File: src/rtl/sercfg_pkg.sv
package sercfg_pkg;
  localparam int ADDR_W = 6;
  localparam int IDX_W  = ADDR_W - 2;
  localparam int DATA_W = 16;
  localparam int BYTE_W = 8;

  localparam logic [IDX_W-1:0] IDX_MODE  = 4'd0;
  localparam logic [IDX_W-1:0] IDX_RATE  = 4'd1;
  localparam logic [IDX_W-1:0] IDX_CTRL  = 4'd2;
  localparam logic [IDX_W-1:0] IDX_TXD   = 4'd3;
  localparam logic [IDX_W-1:0] IDX_STAT  = 4'd4;
  localparam logic [IDX_W-1:0] IDX_FCTL  = 4'd6;
  localparam logic [IDX_W-1:0] IDX_CNT   = 4'd7;
  localparam logic [IDX_W-1:0] IDX_PORT  = 4'd8;
  localparam logic [IDX_W-1:0] IDX_LSTAT = 4'd9;

  localparam int CTRL_TE_BIT = 5;

  typedef struct packed {
    logic tend;
    logic tde;
    logic brk;
    logic rdf;
    logic rdy;
  } flags_t;
endpackage

File: src/rtl/sercfg_decode.sv
module sercfg_decode
  import sercfg_pkg::*;
(
  input  logic [ADDR_W-1:0] addr_i,
  input  logic              fifo_mode_i,
  input  logic              rd_i,
  input  logic              wr_i,
  output logic [IDX_W-1:0]  idx_o,
  output logic              rd_ok_o,
  output logic              wr_ok_o,
  output logic              bad_o
);
  logic aligned, rd_sup, wr_sup;

  assign idx_o   = addr_i[ADDR_W-1:2];
  assign aligned = (addr_i[1:0] == 2'b00);

  always_comb begin
    rd_sup = 1'b0;
    wr_sup = 1'b0;
    case (idx_o)
      IDX_MODE, IDX_RATE, IDX_CTRL: begin rd_sup = 1'b1; wr_sup = 1'b1; end
      IDX_TXD:  begin rd_sup = !fifo_mode_i; wr_sup = 1'b1; end
      IDX_STAT, IDX_FCTL, IDX_PORT, IDX_LSTAT: begin
        rd_sup = fifo_mode_i;
        wr_sup = fifo_mode_i;
      end
      IDX_CNT:  rd_sup = fifo_mode_i;
      default: ;
    endcase
  end

  assign bad_o   = (rd_i && !(aligned && rd_sup)) || (wr_i && !(aligned && wr_sup));
  assign rd_ok_o = rd_i && !bad_o;
  assign wr_ok_o = wr_i && !bad_o;
endmodule

File: src/rtl/sercfg_bank.sv
module sercfg_bank
  import sercfg_pkg::*;
(
  input  logic                        clk_i,
  input  logic                        rst_ni,
  input  logic                        fifo_mode_i,
  input  logic                        wr_ok_i,
  input  logic [IDX_W-1:0]            idx_i,
  input  logic [DATA_W-1:0]           wdata_i,
  output logic [4:0][BYTE_W-1:0]      byte_d_o,
  output logic [DATA_W-1:0]           fctl_d_o
);
  // slots: mode, rate, ctrl, txd, port
  localparam int NB = 5;
  localparam logic [IDX_W-1:0]  SLOT_IDX  [NB] = '{IDX_MODE, IDX_RATE, IDX_CTRL, IDX_TXD, IDX_PORT};
  localparam logic [BYTE_W-1:0] SLOT_RST  [NB] = '{8'h00, 8'hFF, 8'h00, 8'hFF, 8'h00};
  localparam logic [BYTE_W-1:0] SLOT_FMSK [NB] = '{8'h7B, 8'hFF, 8'hFB, 8'hFF, 8'hFF};

  for (genvar g = 0; g < NB; g++) begin : g_byte
    logic [BYTE_W-1:0] q, d, msk;
    assign msk = fifo_mode_i ? SLOT_FMSK[g] : {BYTE_W{1'b1}};
    assign d   = (wr_ok_i && idx_i == SLOT_IDX[g]) ? (wdata_i[BYTE_W-1:0] & msk) : q;
    always_ff @(posedge clk_i or negedge rst_ni)
      if (!rst_ni) q <= SLOT_RST[g];
      else         q <= d;
    assign byte_d_o[g] = d;


    mask_chk: assert property (@(posedge clk_i) disable iff (!rst_ni)
      (wr_ok_i && fifo_mode_i && idx_i == SLOT_IDX[g]) |=> ((q & ~SLOT_FMSK[g]) == '0));
  end

  logic [DATA_W-1:0] fctl_q;
  assign fctl_d_o = (wr_ok_i && idx_i == IDX_FCTL) ? wdata_i : fctl_q;
  always_ff @(posedge clk_i or negedge rst_ni)
    if (!rst_ni) fctl_q <= '0;
    else         fctl_q <= fctl_d_o;


  fctl_wide_chk: assert property (@(posedge clk_i) disable iff (!rst_ni)
    (wr_ok_i && idx_i == IDX_FCTL) |=> (fctl_q == $past(wdata_i)));
endmodule

File: src/rtl/sercfg_flags.sv
module sercfg_flags
  import sercfg_pkg::*;
(
  input  logic   clk_i,
  input  logic   rst_ni,
  input  logic   wr_stat_i,
  input  flags_t keep_i,
  input  logic   set_tend_i,
  input  logic   clr_tde_i,
  input  logic   rearm_i,
  output flags_t flags_wr_o
);
  flags_t q, d;

  always_comb begin
    flags_wr_o = q;
    if (wr_stat_i) flags_wr_o = q & keep_i;
    if (set_tend_i) flags_wr_o.tend = 1'b1;
    if (clr_tde_i)  flags_wr_o.tde  = 1'b0;
    d = flags_wr_o;
    // re-arm lands after the read has sampled flags_wr_o
    if (rearm_i) begin
      d.tend = 1'b1;
      d.tde  = 1'b1;
    end
  end

  always_ff @(posedge clk_i or negedge rst_ni)
    if (!rst_ni) q <= '{tend: 1'b1, tde: 1'b1, brk: 1'b0, rdf: 1'b0, rdy: 1'b0};
    else         q <= d;


  tend_set_chk: assert property (@(posedge clk_i) disable iff (!rst_ni)
    set_tend_i |=> q.tend);

  clr_zero_chk: assert property (@(posedge clk_i) disable iff (!rst_ni)
    (wr_stat_i && !keep_i.tend && !set_tend_i && !rearm_i) |=> !q.tend);

  rearm_chk: assert property (@(posedge clk_i) disable iff (!rst_ni)
    rearm_i |=> (q.tend && q.tde));

  hold_chk: assert property (@(posedge clk_i) disable iff (!rst_ni)
    (!wr_stat_i && !set_tend_i && !clr_tde_i && !rearm_i) |=> (q == $past(q)));
endmodule

File: src/rtl/sercfg_regs.sv
module sercfg_regs
  import sercfg_pkg::*;
(
  input  logic              clk_i,
  input  logic              rst_ni,
  input  logic              fifo_mode_i,
  input  logic [ADDR_W-1:0] addr_i,
  input  logic              rd_i,
  input  logic              wr_i,
  input  logic [DATA_W-1:0] wdata_i,
  output logic [DATA_W-1:0] rdata_o,
  output logic              err_o,
  output logic              tx_valid_o,
  output logic [BYTE_W-1:0] tx_data_o
);
  logic [IDX_W-1:0]       idx;
  logic                   rd_ok, wr_ok, bad;
  logic [4:0][BYTE_W-1:0] byte_d;
  logic [DATA_W-1:0]      fctl_d, rd_mux;
  flags_t                 flags_wr, keep;
  logic                   wr_ctrl, wr_txd;

  sercfg_decode u_dec (
    .addr_i(addr_i), .fifo_mode_i(fifo_mode_i), .rd_i(rd_i), .wr_i(wr_i),
    .idx_o(idx), .rd_ok_o(rd_ok), .wr_ok_o(wr_ok), .bad_o(bad)
  );

  sercfg_bank u_bank (
    .clk_i(clk_i), .rst_ni(rst_ni), .fifo_mode_i(fifo_mode_i), .wr_ok_i(wr_ok),
    .idx_i(idx), .wdata_i(wdata_i), .byte_d_o(byte_d), .fctl_d_o(fctl_d)
  );

  assign wr_ctrl = wr_ok && idx == IDX_CTRL;
  assign wr_txd  = wr_ok && idx == IDX_TXD;
  assign keep    = '{tend: wdata_i[6], tde: wdata_i[5], brk: wdata_i[4],
                     rdf: wdata_i[1], rdy: wdata_i[0]};

  sercfg_flags u_flags (
    .clk_i(clk_i), .rst_ni(rst_ni),
    .wr_stat_i(wr_ok && idx == IDX_STAT),
    .keep_i(keep),
    .set_tend_i(wr_ctrl && !wdata_i[CTRL_TE_BIT]),
    .clr_tde_i(wr_txd),
    .rearm_i(rd_ok && idx == IDX_STAT && byte_d[2][CTRL_TE_BIT]),
    .flags_wr_o(flags_wr)
  );

  always_comb begin
    rd_mux = '0;
    case (idx)
      IDX_MODE: rd_mux[BYTE_W-1:0] = byte_d[0];
      IDX_RATE: rd_mux[BYTE_W-1:0] = byte_d[1];
      IDX_CTRL: rd_mux[BYTE_W-1:0] = byte_d[2];
      IDX_TXD:  rd_mux[BYTE_W-1:0] = byte_d[3];
      IDX_PORT: rd_mux[BYTE_W-1:0] = byte_d[4];
      IDX_FCTL: rd_mux = fctl_d;
      IDX_STAT: rd_mux[6:0] = {flags_wr.tend, flags_wr.tde, flags_wr.brk, 2'b00,
                               flags_wr.rdf, flags_wr.rdy};
      default:  rd_mux = '0;
    endcase
  end

  always_ff @(posedge clk_i or negedge rst_ni)
    if (!rst_ni) begin
      rdata_o    <= '0;
      err_o      <= 1'b0;
      tx_valid_o <= 1'b0;
      tx_data_o  <= '0;
    end else begin
      if (rd_i) rdata_o <= bad ? {DATA_W{1'b1}} : rd_mux;
      err_o      <= bad;
      tx_valid_o <= wr_txd;
      if (wr_txd) tx_data_o <= wdata_i[BYTE_W-1:0];
    end


  tx_pulse_chk: assert property (@(posedge clk_i) disable iff (!rst_ni)
    (wr_i && !bad && addr_i == ADDR_W'(8'h0C)) |=> (tx_valid_o && tx_data_o == $past(wdata_i[BYTE_W-1:0])));

  err_pulse_chk: assert property (@(posedge clk_i) disable iff (!rst_ni)
    (rd_i && bad) |=> (err_o && rdata_o == {DATA_W{1'b1}}));

  cnt_zero_chk: assert property (@(posedge clk_i) disable iff (!rst_ni)
    (rd_ok && (idx == IDX_CNT || idx == IDX_LSTAT)) |=> (rdata_o == '0));

  stat_resv_chk: assert property (@(posedge clk_i) disable iff (!rst_ni)
    (rd_ok && idx == IDX_STAT) |=> (rdata_o[DATA_W-1:7] == '0 && rdata_o[3:2] == 2'b00));

  rd_hold_chk: assert property (@(posedge clk_i) disable iff (!rst_ni)
    !rd_i |=> $stable(rdata_o));
endmodule

File: config.mk
export PLATFORM = sky130hd
export DESIGN_NAME = sercfg_regs
export DESIGN_NICKNAME = d
export VERILOG_FILES = /design/src/rtl/sercfg_pkg.sv /design/src/rtl/sercfg_decode.sv /design/src/rtl/sercfg_bank.sv /design/src/rtl/sercfg_flags.sv /design/src/rtl/sercfg_regs.sv
export SDC_FILE = /design/constraint.sdc
export NUM_CORES = 1
export LEC_CHECK = 0
export ABC_AREA = 1
export BUFFER_PORTS_ARGS = -buffer_cell sky130_fd_sc_hd__buf_2
export CORE_ASPECT_RATIO = 1.25
export CORE_UTILIZATION = 53
export DETAILED_ROUTE_END_ITERATION = 10
export PLACE_DENSITY = 0.76
export SETUP_SLACK_MARGIN = 0.1
export SLEW_MARGIN = 30
export SYNTH_ARGS = -nofsm -noshare
export SYNTH_HDL_FRONTEND = slang
export SYNTH_SLANG_ARGS = --single-unit
File: constraint.sdc
create_clock -name clk_i -period 1.1 [get_ports clk_i]
set_clock_uncertainty 0.05 [all_clocks]
set_input_delay 0.055 -clock clk_i [delete_from_list [all_inputs] [get_ports clk_i]]
set_output_delay 0.055 -clock clk_i [all_outputs]
set_load 0.01 [all_outputs]
==> results.md <==
- Status: complete, but fails checks
- Failing checks: DRC, setup timing
- Die Span X: roughly 85 um
- Crit share post-route: 1.47
- Core area: roughly 8200 um2
- Critical path's slowest cell: nand3_4
- Hold Slack: 0.0207 ns
- NumNets Final: approximately 760
- Share of total power in combinational logic: 0.279
- WP buf/inv: 4
- Met3 WL: 864 um
- Synth Net Count: 561
- Clock root buffer: clkbuf_8
- Via-per-instance ratio: approximately 5.6
- Largest area contributor in the netlist: dfrtp_1
- Gate Count Post-Synth: around 530
- Switching power: about 2.6 mW
- Clock-pin slew on the worst setup and hold paths: ~0.08 ns
- Final hold viol count: 0
- Instance count on the critical path: 16
- # setup viols final: 83
- Synthesized area per cell: ~8.5 um2
- GPL Wtd Cong: ~0.86
- Critical Setup Path Class: in2reg
- Fmax: ~620 MHz
- VDD IR-drop max: 1140 uV
- Sw Share: 0.310
- Num CTS Buffers: 9
- Post-DP HPWL: slightly below 9000 um
- All-layer global routing usage: 0.331
- Seq/Total Area, Yosys: 0.487
- Tmin final: approximately 1.6 ns
- Post-route DRC: 2
- Vertical die dimension: roughly 110 um
- Max Root-Sink Buffers: 2
- CP required: ~1.3 ns
- Antenna-violating nets left: 0
- WHS Path Cells: 4
- Critical Path Max Stage Delay: between 0.15 and 0.2 ns
- Met1 wire length: about 5700 um
- Relative slew slack: 0.744
- R2R cell count: 8
- Drt total wl: approximately 15,000 um
- Most frequent CP cell: nand3_1
- Synth area leaders: dfrtp_1 (38%), nand2_1 (12%), dfstp_2 (10%)
- TritonRoute pass-1 iters: 11
- PortBufs: 52
- Largest net degree at the start of global routing: 23
- Max-Cap Viols: 0
- Final Cell Area: approximately 6900 um2
- CTS tree: built
- Most frequent cells in the layout: buf_4 (98), nand2_1 (88), inv_1 (80)
- Row count: 37
- Critical path data arrival time: approximately 1.8 ns
- I/O pin count: between 50 and 60
- Clock share of power: 0.256
- Post-synth top area share: 0.382
- DP Area: 5630 um2
- Final Max Slew Viols: 0
- Worst r2r src: u_bank.g_byte[4].q[1]
- Pwr/cell area: approximately 1200 nW/um2
- Area Overhead vs Synth: 53.5%
- Worst slew pin tran: approximately 0.38 ns
- Final WS setup: -0.519 ns
- Initial core utilization: 0.548
- Via count: approximately 4,600
- CP Cell Sequence: buf_8 > nor2_4 > nand2_2 > nand3_2 > nand2_4 > nand2_8 > nand3_4 > inv_1 > buf_4 > nand3_1 > nand3_1 > nand2_1 > nor2_2 > nand3_1 > nand2_1 > inv_1
- HP Class: in2reg
- Synth Warn #: 0
- Worst-Skew Late Latency: 0.37 ns
- Launch point of the worst hold path: wdata_i[2]
- Die area: 8900 um2
- Yosys cell types: 31
- Depth of the CTS H-tree: 3
- RSZ-0062 raised after global routing: true
- CTS Sinks: just under 90
- Endpoint class of the critical path: flop
- Initial antenna violation count: 0
- Gr ovfl total: 0
- Vias in the first global route: between 4,000 and 5,000
- Commonest non-fill, non-tap cell in the layout: buf_4
- Synthesis-stage register bit count: a little under 90
- Antenna Cells: 0
- WL/cell: about 18 um
- Power Internal: 5.71 mW
- Drt initial violations: around 310
- First-pass GRT wire length: 22,200 um
- Crit. Startpoint: addr_i[5]
- Sum Neg Setup Slack: -14.86 ns
- Leakage: between 3 and 4 nW
- Seq pwr share: 0.464
- Crit-path max FO: 8
- Crit-path leading delay family: simple AND/OR/NAND/NOR gates
- Layout cells sized above 1: 0.494
- Mapped cell area: about 4500 um2
- Max layer used: met4
- Startpoint Class: primary input
- Wire length on met2: slightly below 8000 um
[stage by stage]
stage	cells	util	worst slack [ns]	total power [mW]
CTS	811	0.776	-0.358	7.93
detailed placement	758	0.683	-0.857	5.61
finish	830	0.842	-0.519	8.28
global placement	758	0.683	-0.719	5.54
global route	830	0.842	-0.652	8.61
floorplan	534	-	-0.494	4.81
[power groups by stage]
stage	Clock, mW	Sequential (mW)	Combinational [mW]
finish	2.12	3.85	2.31
global route	2.26	3.87	2.48
CTS	2.15	3.82	1.97
detailed placement	0	3.88	1.74
global placement	0	3.86	1.67
floorplan	0	3.90	0.911
[worst paths after layout]
path,end,slack [ns]
setup / recovery,rdata_o[6],-0.52
hold / removal,u_bank.g_byte[3].q[2],0.02
setup reg to reg,rdata_o[1],-0.16
hold reg to reg,tx_data_o[4],0.43
max in group asynchronous,u_bank.g_byte[3].q[6],0.39
min in group asynchronous,tx_data_o[2],0.09
[cell families (layout without fill, tap and decap cells)]
| group | Yosys count | in the layout | share of synthesized area |
|---|---|---|---|
| simple gates | 231 | 233 | 0.244 |
| compound gates | 101 | 101 | 0.159 |
| buf+inv | 115 | 312 | 0.109 |
| flops | 87 | 87 | 0.487 |
[synth_stat cells]
cell and n:
nand2_1 150, inv_1 82, dfrtp_1 69, o21a_1 34, o211ai_1 33, nor2_1 30
nand3_1 23, dfstp_2 18, clkbuf_1 10, o21ai_0 10, a21oi_1 9, o21ai_1 8
or2_2 8, inv_2 7, nand4_4 6, buf_2 5, buf_4 5, buf_6 5
nor2_2 5, o211ai_2 4, and2_1 2, nor3_4 2, clkinv_1 1, nand2_2 1
nand2_8 1, nand3_2 1, nand3_4 1, nand4_1 1, o21ai_2 1, o21ai_4 1
o21bai_1 1
[worst reg2reg max path: stages (launching register included)]
cell      delay, ns
dfrtp_1        0.38
inv_1          0.07
nand2_2        0.06
o211ai_1       0.11
nand2_1        0.17
nor2_2         0.13
nand3_1        0.08
nand2_1        0.07
inv_1          0.05
[repair_timing]
action,CTS,global route
setup endpoints to repair,109,112
setup buffers,20,24
endpoints found under the hold margin,96,1
resized for setup,54,129
hold buffers,13,1
cloned,5,2
pin swaps,22,49
[metal layers]
metal | GRT usage | up-vias
met5 | 0 | -
met4 | 0.199 | 0
met3 | 0.0697 | 79
met2 | 0.563 | 232
met1 | 0.383 | 2223
li1 | - | 2094
[layout make-up]
type                            instances  area (um2)
Clock buffer                           11         151
Clock inverter                          5        32.5
Fill cell                             455        1310
Inverter                               90         353
Multi-Input combinational cell        334        2310
Sequential cell                        87        2200
Tap cell                               97         121
Timing Repair Buffer                  204        1740
Timing Repair inverter                  2        27.5
[sequential cells by signal, summed over array words and instances (netlist names)]
register         flops
u_bank.fctl_q       16
tx_data_o            8
rdata_o             16
err_o                1
tx_valid_o           1
u_bank.g_byte.q     40
u_flags.q            5
Note: power is estimated with default switching activity, not from simulation.
